### config.mk
export PLATFORM = sky130hd
export DESIGN_NAME = pixel_in_fmt
export DESIGN_NICKNAME = d
export VERILOG_FILES = /design/src/rtl/pixel_in_fmt.sv
export SDC_FILE = /design/constraint.sdc
export NUM_CORES = 1
export LEC_CHECK = 0
export ABC_AREA = 0
export BUFFER_PORTS_ARGS = -buffer_cell sky130_fd_sc_hd__buf_4
export CAP_MARGIN = 10
export CORE_ASPECT_RATIO = 1.2
export CORE_MARGIN = 3
export CORE_UTILIZATION = 55
export DETAILED_ROUTE_END_ITERATION = 7
export PLACE_DENSITY = 0.83
export SETUP_SLACK_MARGIN = 0.02
export SYNTH_ARGS = -nofsm -noshare
export SYNTH_HDL_FRONTEND = slang
export SYNTH_SLANG_ARGS = --single-unit
### constraint.sdc
create_clock -name clk -period 3.1 [get_ports clk]
set_input_delay 0.31 -clock clk [delete_from_list [all_inputs] [get_ports clk]]
set_output_delay 0.31 -clock clk [all_outputs]
set_load 0.05 [all_outputs]
### src/rtl/pixel_in_fmt.sv
`timescale 1ns/1ps
module pixel_in_fmt #(
  parameter int HALF_W = 12,
  parameter int CFG_W  = 8,
  localparam int PIX_W = 2*HALF_W
) (
  input  logic             clk,
  input  logic             rst,
  input  logic             wide_mode,
  input  logic [PIX_W-1:0] din,
  input  logic             de_in,
  input  logic             hs_in,
  input  logic             vs_in,
  output logic [PIX_W-1:0] pix_out,
  output logic             de_out,
  output logic             hs_out,
  output logic             vs_out,
  output logic             valid_out,
  output logic [CFG_W-1:0] cfg_out
);
  localparam int CFG_LSB = PIX_W - CFG_W;

  logic [HALF_W-1:0] lo_q, hi_q;
  logic [2:0]        qual_q;
  logic              pend;
  logic [2:0]        qual_now;

  assign qual_now = {de_in, hs_in, vs_in};

  always_ff @(negedge clk) begin
    if (rst) hi_q <= '0;
    else     hi_q <= din[HALF_W-1:0];
  end

  always_ff @(posedge clk) begin
    if (rst) begin
      lo_q      <= '0;
      qual_q    <= '0;
      pend      <= 1'b0;
      pix_out   <= '0;
      {de_out, hs_out, vs_out} <= '0;
      valid_out <= 1'b0;
      cfg_out   <= '0;
    end else if (wide_mode) begin
      pend      <= 1'b0;
      pix_out   <= din;
      {de_out, hs_out, vs_out} <= qual_now;
      valid_out <= 1'b1;
    end else begin
      valid_out <= pend;
      if (pend) begin
        pix_out <= {hi_q, lo_q};
        {de_out, hs_out, vs_out} <= qual_q;
      end
      lo_q    <= din[HALF_W-1:0];
      qual_q  <= qual_now;
      pend    <= 1'b1;
      cfg_out <= din[PIX_W-1:CFG_LSB];
    end
  end

  AST_WIDE_PIXEL: assert property (@(posedge clk) disable iff (rst)
    wide_mode |=> (valid_out && pix_out == $past(din)));

  AST_WIDE_QUAL: assert property (@(posedge clk) disable iff (rst)
    wide_mode |=> ({de_out, hs_out, vs_out} == $past(qual_now)));

  AST_NARROW_LOW: assert property (@(posedge clk) disable iff (rst)
    (!wide_mode && !$past(wide_mode) && !$past(rst))
      |=> (valid_out && pix_out[HALF_W-1:0] == $past(din[HALF_W-1:0], 2)));

  AST_NARROW_START: assert property (@(posedge clk) disable iff (rst)
    (!wide_mode && ($past(wide_mode) || $past(rst))) |=> !valid_out);

  AST_CFG_LOAD: assert property (@(posedge clk) disable iff (rst)
    !wide_mode |=> (cfg_out == $past(din[PIX_W-1:CFG_LSB])));

  AST_CFG_HOLD: assert property (@(posedge clk) disable iff (rst)
    wide_mode |=> $stable(cfg_out));

  AST_IDLE_HOLD: assert property (@(posedge clk) disable iff (rst)
    (!valid_out && !$past(rst)) |-> ($stable(pix_out) && $stable(de_out) &&
                                     $stable(hs_out) && $stable(vs_out)));
endmodule

==> impl_metrics.xml <==
<?xml version="1.0" encoding="UTF-8"?>
<metrics>
  <group name="run_status">
    <metric name="outcome" unit="">finished, final reports clean</metric>
  </group>
  <group name="route">
    <metric name="antenna_violating_nets_post_route" unit="">0</metric>
    <metric name="wire_per_inst" unit="µm">13.7</metric>
    <metric name="drt_first_iter_violations" unit="">104</metric>
    <metric name="drt_pre_antenna_iters" unit="">4</metric>
    <metric name="drc" unit="">0</metric>
    <metric name="via_per_inst" unit="">5.04</metric>
    <metric name="detailroute.via_count" unit="">1806</metric>
    <metric name="total_wire_length" unit="µm">4890</metric>
  </group>
  <group name="critical_path">
    <metric name="cpMaxStageDelayCell" unit="">sky130_fd_sc_hd__dfxtp_1</metric>
    <metric name="start_kind" unit="">flop</metric>
    <metric name="critical-path-top-delay-family" unit="">flip-flops</metric>
    <metric name="critical_path.endpoint_type" unit="">flop</metric>
    <metric name="cpPeakStageDelay" unit="ns">0.30</metric>
    <metric name="crit_path_arrival_time" unit="ns">2.57</metric>
    <metric name="crit_path_class" unit="">flop to flop</metric>
    <metric name="critical_path.n_buffers_inverters" unit="">0</metric>
    <metric name="worstPathMaxFanout" unit="">1</metric>
    <metric name="path_cells" unit="">mux2i_1 -&gt; a211oi_1</metric>
    <metric name="worst_ep_required_time" unit="ns">3.34</metric>
  </group>
  <group name="yosys">
    <metric name="yosysSeqAreaShare" unit="%">51.9</metric>
    <metric name="yosys-mux-area-fraction" unit="%">20.3</metric>
    <metric name="netlist_area" unit="µm²">2470</metric>
    <metric name="synth_xor_xnor_area_share" unit="%">0</metric>
    <metric name="synth.net_count" unit="">256</metric>
    <metric name="synth-compound-area-share" unit="%">8.81</metric>
    <metric name="synthDistinctLibCells" unit="">14</metric>
    <metric name="cells_after_synth" unit="">226</metric>
    <metric name="avgSynthCellArea" unit="µm²">10.9</metric>
    <metric name="yosys.area_share.adder" unit="%">0</metric>
    <metric name="ys_top_cells_by_count" unit="">sky130_fd_sc_hd__dfxtp_1 (64), sky130_fd_sc_hd__mux2i_1 (50), sky130_fd_sc_hd__nor2b_1 (39), sky130_fd_sc_hd__nor2_1 (26), sky130_fd_sc_hd__a211oi_1 (24)</metric>
    <metric name="edff_count_synth" unit="">0</metric>
    <metric name="yosys_register_bits" unit="">64</metric>
    <metric name="synthSimpleGateAreaFrac" unit="%">13.8</metric>
    <metric name="most_frequent_cell_after_synthesis" unit="">sky130_fd_sc_hd__dfxtp_1</metric>
    <metric name="synth_top_family_by_area" unit="">multiplexers</metric>
    <metric name="yosys.area.top_type" unit="">sky130_fd_sc_hd__dfxtp_1</metric>
    <metric name="synth_top_flop_cell" unit="">sky130_fd_sc_hd__dfxtp_1</metric>
    <metric name="ys_top_cells_by_area" unit="">sky130_fd_sc_hd__dfxtp_1 (52%), sky130_fd_sc_hd__mux2i_1 (20%), sky130_fd_sc_hd__nor2b_1 (9.9%)</metric>
    <metric name="async_reset_ff_share" unit="%">0</metric>
    <metric name="synth_largest_type_area_fraction" unit="%">51.9</metric>
    <metric name="ys_warn_count" unit="">0</metric>
  </group>
  <group name="placed_design">
    <metric name="pre_cts_ws" unit="ns">0.609</metric>
    <metric name="globalplace.congestion" unit="">0.733</metric>
    <metric name="post_dp_cell_area" unit="µm²">2920</metric>
    <metric name="port_buffers" unit="">65</metric>
    <metric name="dpl.hpwl" unit="µm">3140</metric>
  </group>
  <group name="timing">
    <metric name="timing_hold_violations_final" unit="">0</metric>
    <metric name="timing.final.max_slew_violations" unit="">0</metric>
    <metric name="grt_setup_unrepaired" unit="">false</metric>
    <metric name="setup_viol_count_final" unit="">0</metric>
    <metric name="finalWorstSetupSlack" unit="ns">0.768</metric>
    <metric name="clock_skew" unit="ns">0.0471</metric>
    <metric name="totalNegativeSetupSlack" unit="ns">0</metric>
    <metric name="worst_slew_pin_tran" unit="ns">0.887</metric>
    <metric name="timing.max_slew.rel_slack" unit="%">40.9</metric>
  </group>
  <group name="floorplanning">
    <metric name="die_width" unit="µm">67.2</metric>
    <metric name="floorplan.die_area" unit="µm²">5330</metric>
    <metric name="die_h" unit="µm">79.4</metric>
    <metric name="coreArea" unit="µm²">4290</metric>
    <metric name="core.rowCount" unit="">26</metric>
    <metric name="io-pin-count" unit="">66</metric>
    <metric name="initial_utilization" unit="%">57.5</metric>
  </group>
  <group name="clocking">
    <metric name="cts_tree" unit="">yes</metric>
    <metric name="cts.repair_timing.setup_buffer_count" unit="">0</metric>
    <metric name="clockBufferDepth" unit="">2</metric>
    <metric name="cts.sinks" unit="">64</metric>
    <metric name="cts_root_buffer" unit="">sky130_fd_sc_hd__clkbuf_8</metric>
    <metric name="cts-resized-gates" unit="">0</metric>
    <metric name="cts-hold-fix-buffers" unit="">0</metric>
    <metric name="cts_bufs_inserted" unit="">9</metric>
    <metric name="h-tree-depth" unit="">3</metric>
    <metric name="clock_latency_late_sink" unit="ns">0.37</metric>
    <metric name="clk_pin_slew_worst_paths" unit="ns">0.06</metric>
  </group>
  <group name="layout">
    <metric name="layout.nets" unit="">327</metric>
    <metric name="antennaDiodeCount" unit="">0</metric>
    <metric name="syn2layout_area_growth" unit="%">27.2</metric>
    <metric name="area_of_all_placed_cells_without_fillers" unit="µm²">3140</metric>
    <metric name="share_of_final_layout_standard_cells_stronger_than_drive_strength_1" unit="%">27.5</metric>
  </group>
  <group name="global_route">
    <metric name="largest_net_degree_at_the_start_of_global_routing" unit="">54</metric>
    <metric name="grt_pass1_wl" unit="µm">7890</metric>
    <metric name="globalRouteOverflowTotal" unit="">0</metric>
    <metric name="grt_use_total" unit="%">19.8</metric>
    <metric name="antenna_found_initial" unit="">0</metric>
    <metric name="grt_pass1_vias" unit="">1681</metric>
  </group>
  <group name="run">
    <metric name="maxCapViolCount" unit="">0</metric>
  </group>
  <group name="power_and_ir_drop">
    <metric name="worst_ir_drop_vdd" unit="mV">0.297</metric>
    <metric name="power.density_cell_area" unit="nW/µm²">619</metric>
    <metric name="cellLeakagePower" unit="µW">0.00142</metric>
  </group>
  <group name="worst_hold_path">
    <metric name="hold_path.class" unit="">primary input to flop</metric>
  </group>
</metrics>
[state kept, by name, indices dropped and copies added (netlist names)]
register,cells
cfg_out,8
de_out,1
hi_q,12
hs_out,1
lo_q,12
pend,1
pix_out,24
qual_q,3
valid_out,1
vs_out,1
[layout by cell type (no fill, tap or decap), drive strengths merged]
| cell | n |
|---|---|
| buf | 67 |
| clkbuf | 12 |
| dfxtp | 64 |
| bufinv | 1 |
| nor2 | 26 |
| nor2b | 39 |
| clkinvlp | 1 |
| a211oi | 27 |
| mux2i | 50 |
| clkinv | 1 |
| inv | 14 |
[final timing paths]
| kind | startpoint | end | slack, ns | depth (start not counted) |
|---|---|---|---|---|
| worst max-delay path | hi_q[9]$_SDFF_NP0_ | pix_out[21]$_SDFFE_PP0P_ | 0.77 | 2 |
| worst min-delay path | din[17] | cfg_out[1]$_SDFFE_PP0N_ | 0.22 | 3 |
| worst max register to register | hi_q[9]$_SDFF_NP0_ | pix_out[21]$_SDFFE_PP0P_ | 0.77 | 2 |
| worst min register to register | cfg_out[6]$_SDFFE_PP0N_ | cfg_out[6]$_SDFFE_PP0N_ | 0.50 | 2 |
[kinds of logic after synthesis]
group,after synthesis
muxes,50
DFF,64
and+or+nand+nor,65
buffers and inverters,20
AOI/OAI and AO/OA,27
[routing by layer]
layer	wire length (µm)	share of wire, %	track usage [%]
met1	2290	47	26.3
met2	2240	46	29.1
met3	256	5.2	4.23
met4	104	2.1	11.6
met5	0	0	0
[where the power goes]
part	switching, µW	internal (µW)
clock	326	385
combinational	198	124
sequential	34.9	878
total	558	1390
[layout make-up]
class                      instances  area (µm²)
fill                             344        1150
clock buffer                      12         135
multi-input combinational        142        1060
timing repair buffer              67         503
sequential                        64        1280
inverter                           1        3.75
tap                               56        70.1
clock inverter                    16        87.6
[metrics by stage]
step | std cells | total power (µW) | util [%] | hold WS [ns]
6_report | 358 | 1950 | 73.2 | 0.223
2_1_floorplan | 226 | 1180 | - | 0.454
5_1_grt | 358 | 2040 | 73.2 | 0.223
3_5_place_dp | 331 | 1280 | 68.1 | 0.484
3_3_place_gp | 331 | 1270 | 68.1 | 0.476
4_1_cts | 358 | 1960 | 73.2 | 0.213
[tightest hold or removal path, delay by kind of cell]
kind | cells | cell delay [ns]
mux | 1 | 0.05
buf+inv | 1 | 0.09
simple gates | 1 | 0.07
(Power assumes the default switching activity.)
